<file path="config.mk">
export PLATFORM = sky130hd
export DESIGN_NAME = errsnap_top
export DESIGN_NICKNAME = d
export VERILOG_FILES = /design/src/rtl/errsnap_pkg.sv /design/src/rtl/errsnap_sync.sv /design/src/rtl/errsnap_req.sv /design/src/rtl/errsnap_ctr.sv /design/src/rtl/errsnap_top.sv
export SDC_FILE = /design/constraint.sdc
export NUM_CORES = 1
export LEC_CHECK = 0
export BUFFER_PORTS_ARGS = -buffer_cell sky130_fd_sc_hd__buf_2
export CORE_MARGIN = 8
export CORE_UTILIZATION = 50
export CTS_BUF_LIST = sky130_fd_sc_hd__clkbuf_8
export CTS_CLUSTER_DIAMETER = 30
export DETAILED_ROUTE_END_ITERATION = 16
export PLACE_DENSITY = 0.66
export SLEW_MARGIN = 30
export SYNTH_ARGS = -nofsm -noshare
export SYNTH_HDL_FRONTEND = slang
export SYNTH_HIERARCHICAL = 1
export SYNTH_SLANG_ARGS = --single-unit
export TNS_END_PERCENT = 5
</file>
<file path="constraint.sdc">
create_clock -name clk -period 4.58 [get_ports clk]
set_clock_uncertainty 0.15 [all_clocks]
set_input_delay 0.229 -clock clk [delete_from_list [all_inputs] [get_ports clk]]
set_output_delay 0.229 -clock clk [all_outputs]
set_load 0.02 [all_outputs]
</file>
<file path="src/rtl/errsnap_pkg.sv">
package errsnap_pkg;
  // number of error kinds counted per channel (bit error, framing error)
  localparam int unsigned ERR_KINDS  = 2;
  // depth of the synchronizer on the external strobe
  localparam int unsigned SYNC_DEPTH = 2;
endpackage

</file>
<file path="src/rtl/errsnap_sync.sv">
module errsnap_sync #(
  parameter int unsigned STAGES = 2
) (
  input  logic clk,
  input  logic rst_n,
  input  logic async_in,
  output logic sync_out
);
  logic [STAGES-1:0] sh_q;
  logic [STAGES-1:0] sh_d;

  always_comb begin
    sh_d = {sh_q[STAGES-2:0], async_in};
  end

  always_ff @(posedge clk or negedge rst_n) begin
    if (!rst_n) sh_q <= '0;
    else        sh_q <= sh_d;
  end

  assign sync_out = sh_q[STAGES-1];
endmodule

</file>
<file path="src/rtl/errsnap_req.sv">
module errsnap_req (
  input  logic clk,
  input  logic rst_n,
  input  logic pin_sync,
  input  logic pin_en,
  input  logic sw_upd,
  output logic snap
);
  logic req_d;
  logic req_q;

  always_comb begin
    req_d = (pin_sync & pin_en) | sw_upd;
    snap  = req_d & ~req_q;
  end

  always_ff @(posedge clk or negedge rst_n) begin
    if (!rst_n) req_q <= 1'b0;
    else        req_q <= req_d;
  end

  // a held request yields a single snapshot pulse
  a_r5_single_snap: assert property (@(posedge clk) disable iff (!rst_n)
    snap |=> !snap);
  // sw held high masks any further request
  a_r6_sw_masks: assert property (@(posedge clk) disable iff (!rst_n)
    (sw_upd && $past(sw_upd)) |-> !snap);
endmodule

</file>
<file path="src/rtl/errsnap_ctr.sv">
module errsnap_ctr #(
  parameter int unsigned CW = 16
) (
  input  logic          clk,
  input  logic          rst_n,
  input  logic          evt,
  input  logic          snap,
  output logic [CW-1:0] hold
);
  localparam logic [CW-1:0] MAXV = {CW{1'b1}};

  logic [CW-1:0] cnt_q, cnt_d;
  logic [CW-1:0] hold_q, hold_d;
  logic          hold_en;

  always_comb begin
    hold_en = snap;
    hold_d  = cnt_q;
    if (snap)                       cnt_d = {{(CW-1){1'b0}}, evt};
    else if (evt && cnt_q != MAXV)  cnt_d = cnt_q + 1'b1;
    else                            cnt_d = cnt_q;
  end

  always_ff @(posedge clk or negedge rst_n) begin
    if (!rst_n) begin
      cnt_q  <= '0;
      hold_q <= '0;
    end else begin
      cnt_q <= cnt_d;
      if (hold_en) hold_q <= hold_d;
    end
  end

  assign hold = hold_q;

  // saturated counter never wraps
  a_r9_no_wrap: assert property (@(posedge clk) disable iff (!rst_n)
    (cnt_q == MAXV && !snap) |=> cnt_q == MAXV);
  // after a snapshot the new interval holds at most the coincident event
  a_r8_restart: assert property (@(posedge clk) disable iff (!rst_n)
    snap |=> cnt_q <= 1);
  // holding register only moves on a snapshot
  a_r11_hold_stable: assert property (@(posedge clk) disable iff (!rst_n)
    !snap |=> $stable(hold_q));
endmodule

</file>
<file path="src/rtl/errsnap_top.sv">
module errsnap_top #(
  parameter int unsigned NCH  = 4,
  parameter int unsigned NCTR = errsnap_pkg::ERR_KINDS,
  parameter int unsigned CW   = 16,
  localparam int unsigned NTOT = NCH * NCTR,
  localparam int unsigned AW   = (NTOT > 1) ? $clog2(NTOT) : 1
) (
  input  logic            clk,
  input  logic            rst_n,
  input  logic            upd_pin_async,
  input  logic            pin_upd_en,
  input  logic            sw_upd,
  input  logic [NTOT-1:0] err_evt,
  input  logic [AW-1:0]   rd_addr,
  output logic [CW-1:0]   rd_data
);
  logic              pin_sync;
  logic              snap;
  logic [CW-1:0]     hold_arr [NTOT];
  logic [NTOT*CW-1:0] hold_flat;

  errsnap_sync #(.STAGES(errsnap_pkg::SYNC_DEPTH)) u_sync (
    .clk(clk), .rst_n(rst_n), .async_in(upd_pin_async), .sync_out(pin_sync));

  errsnap_req u_req (
    .clk(clk), .rst_n(rst_n), .pin_sync(pin_sync), .pin_en(pin_upd_en),
    .sw_upd(sw_upd), .snap(snap));

  for (genvar k = 0; k < NTOT; k++) begin : g_ctr
    errsnap_ctr #(.CW(CW)) u_ctr (
      .clk(clk), .rst_n(rst_n), .evt(err_evt[k]), .snap(snap),
      .hold(hold_arr[k]));
    assign hold_flat[k*CW +: CW] = hold_arr[k];
  end

  always_comb begin
    rd_data = '0;
    if (32'(rd_addr) < NTOT) rd_data = hold_arr[rd_addr];
  end

  // with the pin gated off and no software request, nothing is captured
  a_r4_pin_gated: assert property (@(posedge clk) disable iff (!rst_n)
    (!pin_upd_en && !sw_upd) |=> $stable(hold_flat));
  // all counters share one snapshot strobe
  a_r7_joint_capture: assert property (@(posedge clk) disable iff (!rst_n)
    !snap |=> $stable(hold_flat));
endmodule

</file>
==> results.py <==
metrics = {
    "run_status": {
        "status": "finished, final reports clean",
    },
    "worst_setup_path": {
        "worstPathRequired_ns": 4.89,
        "crit_fanout": 7,
        "cp.arrival_ns": 2.81,
        "crit_chain": "ha_1, nand4_1, nor4b_1, a21oi_1, a31o_2",
        "worstSetupPathType": "reg -> reg",
        "rr_startpoint": "g_ctr[2].u_ctr/cnt_q[1]$_DFFE_PN0P_",
        "end_kind": "flop",
        "startpoint_type": "flop",
        "cpLargestDelayFamily": "simple AND/OR/NAND/NOR gates",
        "slowest_delay_ns": 0.82,
        "critPathBufInv": 0,
        "crit_slowest_cell": "nor4b_1",
        "crit_start": "g_ctr[2].u_ctr/cnt_q[1]$_DFFE_PN0P_",
    },
    "power": {
        "leakage_nw": 6.771,
        "p_per_area_nw_per_um2": 406.0,
        "power_mw": 6.110,
        "ir_drop_mv": 0.4369,
    },
    "global_route": {
        "grt_usage": 0.2092,
        "grt_first_pass_wirelength_um": 52170,
        "grt_max_degree": 119,
        "grt_pass1_vias": 9235,
        "grt-ovfl-total": 0,
        "grt_antenna_before_repair": 2,
    },
    "drt": {
        "drc": 0,
        "vias_per_cell": 6.049,
        "dr_total_vias": 9430,
        "drt_first_iter_violations": 645,
        "drt_wl_total_um": 32260,
        "ant_nets": 0,
        "dr.pass1.iters": 5,
        "routedWlPerCell_um": 20.69,
    },
    "floorplan": {
        "io_pins": 32,
        "start_util": 0.5072,
        "fp-row-count": 59,
        "design.core.area_sq_um": 25910,
        "dieArea_sq_um": 31730,
        "die-height_um": 178.1,
        "die-width_um": 178.1,
    },
    "sta": {
        "hold_viol_final": 0,
        "hold_ws_ns": 0.1452,
        "fin_ws_ns": 2.084,
        "finalSetupViolCount": 0,
        "tightest_slew_ns": 0.9480,
        "rsz0062_at_grt": "no",
        "fmaxAchievable_ghz": 0.4007,
        "maxSlewViolCount": 0,
        "tns_ns": 0,
        "finalCriticalPeriod_ns": 2.496,
        "fin_crit_sh": 0.5449,
        "relSlewSlack": 0.3680,
    },
    "hold_path": {
        "min_path_type": "in -> reg",
        "min_from": "pin_upd_en",
    },
    "placement": {
        "place.gp.congestion": 0.8413,
        "place_hpwl_um": 22520,
        "port_buffers": 31,
        "dpl.cell_count": 1441,
        "placed_area_sq_um": 13570,
        "dp_slack_ns": 2.104,
    },
    "clock_network": {
        "clockBufferDepth": 3,
        "clkSlewWorstSetupHoldPaths_ns": 0.06,
        "cts-htree-levels": 2,
        "cts_resized": 0,
        "clock_latency_ns": 0.57,
        "root_buffer": "clkbuf_8",
        "post_cts_buffers": 0,
        "cts_buffers": 57,
        "cts.sinks": 259,
        "cts_tree": "built",
    },
    "logic_synthesis": {
        "ys_ff_latch": 259,
        "synth_top_area_frac": 0.4932,
        "synth.avg_cell_area_sq_um": 11.68,
        "synth_seq_area_share": 0.4932,
        "synth_cell_types": 49,
        "synth_nets": 1149,
        "synth_edf_count": 0,
        "synth_top_family_by_area": "multiplexers",
        "synth_xor_area_frac": 0.004665,
        "synthFlopType": "dfrtp_1",
        "synth_mux_area_frac": 0.2062,
        "synth_area_leaders": "dfrtp_1 (49%), mux2_2 (13%), mux4_1 (5.6%)",
        "synth-adder-area-share": 0.007617,
        "synth_compound_area_frac": 0.09350,
        "yosysTopAreaCell": "dfrtp_1",
        "synthCells": 1125,
        "netlist_area_sq_um": 13140,
        "yosys.area_share.simple": 0.1673,
        "yosysWarnings": 6,
        "synthArstFlopShare": 1.000,
    },
    "final_layout": {
        "instances_no_fill": 1559,
        "final_area_sq_um": 15050,
        "syn2layout_area_growth_pct": 14.52,
        "fin_nets": 1203,
        "fillers": 2170,
        "antenna_cells": 0,
        "post-route-util": 0.5808,
        "drive_gt1_frac": 0.2770,
    },
    "flow_run": {
        "drv_cap": 0,
    },
}
-- cells by family (layout without fill, tap and decap cells) --
group	Yosys count	after routing
mux	201	201
compound gates	195	195
buf+inv	83	182
xor+xnor	7	7
simple gates	372	372
flops	259	259
fa+ha+maj	8	8
-- repair_timing --
item / 4_1_cts / 5_1_grt
hold endpoints to repair: 158 / 23
hold buffers: 12 / 1
setup endpoints to repair: 0 / 0
-- synth_stat cells (8+ instances only) --
library cell,number
nand2_1,51
buf_1,9
nand4_1,40
dfrtp_1,259
and2_1,8
mux2_2,154
and4_1,10
inv_1,25
a211oi_1,8
mux2i_1,15
or3_1,39
mux4_1,28
nor4b_1,14
or4_1,18
nand3_1,38
nor2b_1,10
nor3_1,25
o41ai_1,21
buf_2,8
nor2_1,70
clkbuf_1,29
a21oi_1,67
a31o_2,14
ha_1,8
o31ai_1,18
o21ai_0,46
clkbuf_2,8
and3_1,10
-- worst paths after layout --
check                           cells after the start                                   end  slack (ns)
worst max-delay path                                5  g_ctr[2].u_ctr/cnt_q[14]$_DFFE_PN0P_        2.08
worst min-delay path                                4   g_ctr[3].u_ctr/cnt_q[1]$_DFFE_PN0P_        0.15
worst max register to register                      5  g_ctr[2].u_ctr/cnt_q[14]$_DFFE_PN0P_        2.08
worst min register to register                      0              u_sync/sh_q[1]$_DFF_PN0_        0.21
max in group asynchronous                           5   g_ctr[6].u_ctr/cnt_q[3]$_DFFE_PN0P_        2.36
min in group asynchronous                           3   g_ctr[4].u_ctr/cnt_q[2]$_DFFE_PN0P_        0.51
-- state kept, by name, indices dropped and copies added (netlist names) --
| name | flops |
|---|---|
| g_ctr.u_ctr/cnt_q | 128 |
| g_ctr.u_ctr/hold | 128 |
| u_sync/sh_q | 2 |
| u_req/req_q | 1 |
-- cell type report --
type	instances	area [sq um]	area share
sequential	259	6481	0.4307
multi-input combinational	783	6304	0.4189
clock buffer	76	1046	0.06950
timing repair buffer	53	432.9	0.02877
tap	335	419.2	0.02785
clock inverter	28	272.8	0.01812
inverter	25	93.84	0.006235
-- per-layer routing --
metal	routed length [um]	share of wire	global-route usage
met1	14870	0.46	0.2907
met2	14310	0.44	0.3134
met3	1780	0.055	0.04382
met4	1298	0.040	0.08927
met5	10	0.00031	0
-- worst register-to-register path, cell delays in order, from the launching register on --
cell and delay (ns):
dfrtp_1 0.42, ha_1 0.26, nand4_1 0.33, nor4b_1 0.82, a21oi_1 0.16, a31o_2 0.24
-- placed cells by master (no fill, tap or decap), drive strengths merged, types with 40 or more instances in the layout --
| cell | netlist | layout |
|---|---|---|
| nor2 | 70 | 70 |
| clkbuf | 37 | 76 |
| dfrtp | 259 | 259 |
| nand4 | 41 | 41 |
| mux2 | 154 | 154 |
| nand3 | 45 | 45 |
| a21oi | 67 | 67 |
| nand2 | 51 | 51 |
| buf | 21 | 40 |
| o21ai | 46 | 46 |
-- report_power, final --
| part | switching, mW | internal (mW) |
|---|---|---|
| clock network | 1.05 | 1.76 |
| logic | 0.282 | 0.284 |
| registers | 0.256 | 2.47 |
| total | 1.59 | 4.52 |
(Power assumes the default switching activity.)
